===== src/rtl/rstseq_pkg.sv =====
package rstseq_pkg;
  localparam int CTL_BIT0  = 8;
  localparam int PHY_BIT0  = 9;
  localparam int CH_STRIDE = 4;

  typedef enum logic [1:0] {
    ST_IDLE     = 2'd0,
    ST_HOLD_ALL = 2'd1,
    ST_PHY_FREE = 2'd2,
    ST_ALL_FREE = 2'd3
  } step_e;
endpackage


===== src/rtl/rstseq_timer.sv =====
module rstseq_timer #(
  parameter int CNT_W    = 32,
  parameter int TICK_MHZ = 24,
  parameter int WAIT_US  = 10
) (
  input  logic             clk,
  input  logic             rst_n,
  input  logic             arm,
  input  logic [CNT_W-1:0] cnt_in,
  output logic             expired
);
  localparam logic [CNT_W-1:0] TARGET  = CNT_W'(WAIT_US * TICK_MHZ);
  localparam logic [CNT_W-1:0] CNT_TOP = '1;

  logic [CNT_W-1:0] base_q;
  logic [CNT_W-1:0] delta;

  always_ff @(posedge clk or negedge rst_n) begin
    if (!rst_n)   base_q <= '0;
    else if (arm) base_q <= cnt_in;
  end

  // The counter may have wrapped between the base sample and now.
  always_comb begin
    if (cnt_in >= base_q) delta = cnt_in - base_q;
    else                  delta = (CNT_TOP - base_q) + cnt_in + CNT_W'(1);
  end

  assign expired = (delta > TARGET);
endmodule


===== src/rtl/rstseq_encoder.sv =====
module rstseq_encoder #(
  parameter int WORD_W = 32,
  parameter int NUM_CH = 2
) (
  input  logic              ch,
  input  logic              ctl_on,
  input  logic              phy_on,
  output logic [WORD_W-1:0] word
);
  import rstseq_pkg::*;
  localparam int HALF = WORD_W / 2;

  logic [NUM_CH-1:0] hit;

  generate
    for (genvar g = 0; g < NUM_CH; g++) begin : g_lane
      assign hit[g] = (ch == 1'(g));
    end
  endgenerate

  always_comb begin
    word = '0;
    for (int g = 0; g < NUM_CH; g++) begin
      word[CTL_BIT0 + CH_STRIDE*g]        = hit[g] & ctl_on;
      word[PHY_BIT0 + CH_STRIDE*g]        = hit[g] & phy_on;
      word[CTL_BIT0 + CH_STRIDE*g + HALF] = hit[g];
      word[PHY_BIT0 + CH_STRIDE*g + HALF] = hit[g];
    end
  end
endmodule


===== src/rtl/rstseq_fsm.sv =====
module rstseq_fsm
  import rstseq_pkg::*;
(
  input  logic  clk,
  input  logic  rst_n,
  input  logic  start,
  input  logic  ch_sel,
  input  logic  expired,
  output logic  load,
  output logic  finish,
  output logic  ch_eff,
  output step_e next_step,
  output logic  running
);
  step_e state_q;
  logic  ch_q;

  always_comb begin
    next_step = state_q;
    load      = 1'b0;
    finish    = 1'b0;
    unique case (state_q)
      ST_IDLE: if (start) begin
        next_step = ST_HOLD_ALL;
        load      = 1'b1;
      end
      ST_HOLD_ALL: if (expired) begin
        next_step = ST_PHY_FREE;
        load      = 1'b1;
      end
      ST_PHY_FREE: if (expired) begin
        next_step = ST_ALL_FREE;
        load      = 1'b1;
      end
      ST_ALL_FREE: if (expired) begin
        next_step = ST_IDLE;
        finish    = 1'b1;
      end
      default: next_step = ST_IDLE;
    endcase
  end

  assign ch_eff  = (state_q == ST_IDLE) ? ch_sel : ch_q;
  assign running = (state_q != ST_IDLE);

  always_ff @(posedge clk or negedge rst_n) begin
    if (!rst_n) begin
      state_q <= ST_IDLE;
      ch_q    <= 1'b0;
    end else begin
      state_q <= next_step;
      if (state_q == ST_IDLE && start) ch_q <= ch_sel;
    end
  end
endmodule


===== src/rtl/mem_rst_sequencer.sv =====
module mem_rst_sequencer #(
  parameter int TICK_MHZ = 24,
  parameter int WAIT_US  = 10,
  parameter int CNT_W    = 32,
  parameter int WORD_W   = 32
) (
  input  logic              clk,
  input  logic              rst_n,
  input  logic              start,
  input  logic              ch_sel,
  input  logic [CNT_W-1:0]  sys_cnt,
  output logic [WORD_W-1:0] rst_word,
  output logic              rst_wr,
  output logic              busy,
  output logic              done
);
  import rstseq_pkg::*;

  logic  load, finish, ch_eff, expired, running;
  step_e next_step;
  logic  ctl_on, phy_on;
  logic [WORD_W-1:0] word_d;

  rstseq_fsm u_fsm (
    .clk(clk), .rst_n(rst_n), .start(start), .ch_sel(ch_sel),
    .expired(expired), .load(load), .finish(finish), .ch_eff(ch_eff),
    .next_step(next_step), .running(running)
  );

  rstseq_timer #(.CNT_W(CNT_W), .TICK_MHZ(TICK_MHZ), .WAIT_US(WAIT_US)) u_timer (
    .clk(clk), .rst_n(rst_n), .arm(load), .cnt_in(sys_cnt), .expired(expired)
  );

  assign ctl_on = (next_step == ST_HOLD_ALL) || (next_step == ST_PHY_FREE);
  assign phy_on = (next_step == ST_HOLD_ALL);

  rstseq_encoder #(.WORD_W(WORD_W), .NUM_CH(2)) u_enc (
    .ch(ch_eff), .ctl_on(ctl_on), .phy_on(phy_on), .word(word_d)
  );

  always_ff @(posedge clk or negedge rst_n) begin
    if (!rst_n) begin
      rst_word <= '0;
      rst_wr   <= 1'b0;
      done     <= 1'b0;
    end else begin
      rst_wr <= load;
      done   <= finish;
      if (load) rst_word <= word_d;
    end
  end

  assign busy = running;
endmodule


===== config.mk =====
export PLATFORM = sky130hd
export DESIGN_NAME = mem_rst_sequencer
export DESIGN_NICKNAME = d
export VERILOG_FILES = /design/src/rtl/rstseq_pkg.sv /design/src/rtl/rstseq_timer.sv /design/src/rtl/rstseq_encoder.sv /design/src/rtl/rstseq_fsm.sv /design/src/rtl/mem_rst_sequencer.sv
export SDC_FILE = /design/constraint.sdc
export NUM_CORES = 1
export LEC_CHECK = 0
export BUFFER_PORTS_ARGS = -buffer_cell sky130_fd_sc_hd__buf_2
export CAP_MARGIN = 5
export CORE_MARGIN = 1.5
export CORE_UTILIZATION = 40
export CTS_CLUSTER_DIAMETER = 30
export CTS_CLUSTER_SIZE = 12
export DETAILED_ROUTE_END_ITERATION = 8
export GPL_TIMING_DRIVEN = 1
export PLACE_DENSITY_LB_ADDON = 0.12
export RECOVER_POWER = 25
export SLEW_MARGIN = 20
export SYNTH_ARGS = -nofsm -noshare
export SYNTH_HDL_FRONTEND = slang
export SYNTH_SLANG_ARGS = --single-unit

===== constraint.sdc =====
create_clock -name clk -period 4.7 [get_ports clk]
set_input_delay 0.235 -clock clk [delete_from_list [all_inputs] [get_ports clk]]
set_output_delay 0.235 -clock clk [all_outputs]
set_load 0.03 [all_outputs]

==> impl_metrics.yaml <==
run_status:
  outcome: "finished with violations"
  violations: "max-capacitance violations, max-slew violations"
cts:
  htree_num_levels: 2
  numCtsBuffers: 5
  cts-root-buf: "clkbuf_8"
  clock_sinks: 43
  cts_tree: "done"
  clk_pin_slew_ps: 80
  clkLatencyLatePin_ps: 310
  clk_path_buf_depth: 2
floorplan:
  rows: 36
  die_x_um: 104.4
  core-area_mm2: 0.009864
  die_h_um: 104.4
  die-area_mm2: 0.01090
  initial_core_util_pct: 41.70
  io_pins: 71
yosys:
  synthCells: 478
  synth_top_family_by_area: "compound AO/OA/AOI/OAI gates"
  ys_types: 57
  synth_mux_area_share_pct: 11.41
  synth-compound-area-share_pct: 20.80
  ys_seq_area_share_pct: 26.16
  ys.flop_type: "dfrtp_1"
  synth-seq-cells: 43
  synthTopCellsByArea: "dfrtp_1 (26%), ha_1 (11%), mux2_2 (8.5%), a21oi_1 (4.9%), buf_4 (4.7%)"
  syn_area_mm2: 0.004114
  synthAdderAreaFrac_pct: 11.74
  synth_edf_count: 0
  synth_simple_gate_area_share_pct: 15.66
  synth_xor_area_share_pct: 2.981
  async_reset_ff_share_pct: 100.0
  synth_warnings: 0
  yosysTopAreaCellShare_pct: 26.16
  avgSynthCellArea_um2: 8.607
  synth_top_area_cell: "dfrtp_1"
worst_setup_path:
  crit_type: "reg -> reg"
  cpPeakStageDelay_ps: 460
  crit_chain: "inv_1 -> ha_1 -> a21o_1 -> a31oi_1 -> nor2_1 -> or3_1 -> a2111oi_1 -> or4b_1 -> nor4_1 -> nand4_1 -> nor2_4 -> a2111oi_2 -> a221o_1 -> ha_1 -> or2_2 -> o32ai_1"
  critical_path_arrival_ps: 4590
  critPathMostFrequentCell: "ha_1"
  start_kind: "flop"
  cp-end-kind: "flop"
  crit_slowest_cell: "or4b_1"
  cp_max_fo: 6
  worstPathRequired_ps: 4920
finish:
  area_delta_synth_final_pct: 12.80
  layout-drive-gt1-share_pct: 22.35
  fin_util_pct: 47.04
  nNetsFinal: 601
  antennaDiodeCount: 0
  multi_input_area_mm2: 0.002736
  n_fill_cell: 1016
  seq_area_mm2: 0.001076
pwr:
  swShare_pct: 47.10
  ir_worst_vdd_mv: 0.2776
  power_density_mw_per_mm2: 777.3
  power.share.clock_pct: 8.6
  leakage_nw: 2.199
  intPower_w: 0.001908
  combPwrFrac_pct: 73.3
  switchingPower_w: 0.001699
  power_frac_seq_pct: 18.2
global_routing:
  overflow: 0
  track_usage_pct: 17.21
  antenna_found_initial: 0
  grt_start_max_net_pins: 44
  grt_pass1_vias: 3312
  grt_pass1_wl_um: 15570
timing:
  setup_violations: 0
  period_needed_ps: 4368
  hold_viol: 0
  finClkSkew_ps: 4.766
  max_slew_margin_pct: -56.21
  whs_ps: 165.8
  worst_pin_slew_ps: 2343
  max_freq_mhz: 228.9
  post-route-period-util_pct: 92.93
  setup_tns_ps: 0
  fin_ws_ps: 332.2
  finalMaxSlewViolations: 44
placement:
  post-dp-hpwl_um: 7225
  port_buffers: 46
  place_worst_setup_slack_ps: -53.48
  place_congestion: 0.8315
detailed_routing:
  firstDrtPassIters: 4
  drtAntennaViolNets: 0
  vias: 3526
  wl_per_cell_um: 13.90
  via_per_inst: 5.334
  drc: 0
  drtIter0Drc: 127
  routed_wl_um: 9186
min_path:
  hold_path.class: "in -> reg"
run:
  maxCapViolations: 1
-- flip-flops by register name, summed over array words and instances (netlist names) --
register and flops:
u_fsm.state_q 2, u_fsm.ch_q 1, rst_wr 1, rst_word 6
done 1, u_timer.base_q 32
-- Yosys cell counts (2+ instances only) --
cell	number
buf_4	26
buf_6	3
xor2_1	8
nor2_1	19
nand3b_1	3
a221oi_1	3
buf_2	4
mux2i_1	6
o21a_1	8
o31ai_1	2
nand3_1	10
nand2_1	34
o22ai_1	3
a31oi_1	5
nand4_1	15
o221ai_1	2
o2111ai_1	2
a21oi_1	40
and4_1	4
mux2_2	31
a2111oi_0	4
a211oi_1	7
clkbuf_1	12
and2_1	4
o32ai_1	2
or3_1	6
inv_1	44
o211ai_1	5
o21bai_1	2
nor2b_1	7
o21ai_0	18
a21o_1	14
nand2b_1	3
dfrtp_1	43
ha_1	37
nor3b_1	2
or4_1	2
nor3_1	9
xnor2_1	6
o41ai_1	2
nor4_1	2
mux2_4	4
-- through the flow --
stage               area (µm²)  instances  total power (W)
finish                    4641        661         0.003607
global route              4641        661         0.003949
CTS                       4564        659         0.003570
detailed placement        4443        651         0.003229
global placement          4443        651         0.003198
floorplan                 4200        501         0.002672
-- worst paths after layout --
kind | from | end | slack (ps) | cells past startpoint
setup / recovery | u_timer.base_q[23] | rst_word[8] | 330 | 16
hold reg to reg | u_timer.base_q[7] | u_timer.base_q[7] | 510 | 1
hold / removal | sys_cnt[0] | u_timer.base_q[0] | 170 | 2
setup reg to reg | u_timer.base_q[23] | rst_word[8] | 330 | 16
min in group asynchronous | rst_n | u_timer.base_q[22] | 1170 | 2
max in group asynchronous | rst_n | u_fsm.ch_q | 2200 | 2
-- cells in the final DEF (no fill, tap or decap), types with 7 or more instances in the layout --
master,instances
nor2b_1,7
buf_4,16
dfrtp_1,43
ha_1,37
nand3_1,10
nor3_1,8
buf_2,45
inv_1,44
a21o_1,14
mux2_2,31
a21oi_1,40
xor2_1,8
o21a_1,8
conb_1,24
nor2_1,18
o21ai_0,17
nand4_1,15
nand2_1,34
-- metal layers --
metal	global-route usage, %	vias up	routed length [µm]
met4	4.365	0	89
met3	3.133	7	334
li1	-	1781	-
met2	28.81	62	4374
met5	0	-	0
met1	22.75	1676	4387
-- power groups by stage --
stage	sequential (W)	clock [W]	combinational, W
2_1_floorplan	0.000694	0	0.00198
3_3_place_gp	0.000655	0	0.00254
3_5_place_dp	0.000665	0	0.00256
4_1_cts	0.000658	0.000329	0.00258
5_1_grt	0.000680	0.000338	0.00293
6_report	0.000655	0.000309	0.00264
-- worst max-delay path, delay by kind of cell, from the launching register on --
| kind | cells | cell delay, ps |
|---|---|---|
| DFF | 1 | 350 |
| adders and majority gates | 2 | 640 |
| AOI/OAI and AO/OA | 6 | 1310 |
| buffers and inverters | 1 | 40 |
| and+or+nand+nor | 7 | 1930 |
-- final cells by class --
type / instances / share of cell area, %
sequential: 43 / 23.19
clock buffer: 6 / 1.779
clock inverter: 2 / 0.7549
inverter: 44 / 3.559
multi-input combinational: 369 / 58.96
timing repair buffer: 64 / 8.169
tap: 133 / 3.586
-- cells by family (layout without fill, tap and decap cells) --
family          Yosys count  after routing
compound gates          128            128
xor+xnor                 14             14
other cells               1             24
buf+inv                  89            116
simple gates            124            124
fa+ha+maj                38             38
mux                      41             41
flops                    43             43
-- what timing repair did --
| item | CTS | global route |
|---|---|---|
| buffers inserted | 0 | 1 |
| cloned | 0 | 0 |
| hold buffers | 0 | 1 |
| resized for setup | 2 | 15 |
| setup endpoints to repair | 1 | 4 |
| hold endpoints to repair | 0 | 43 |
| pin swaps | 0 | 2 |
Note: power is estimated with default switching activity, not from simulation.
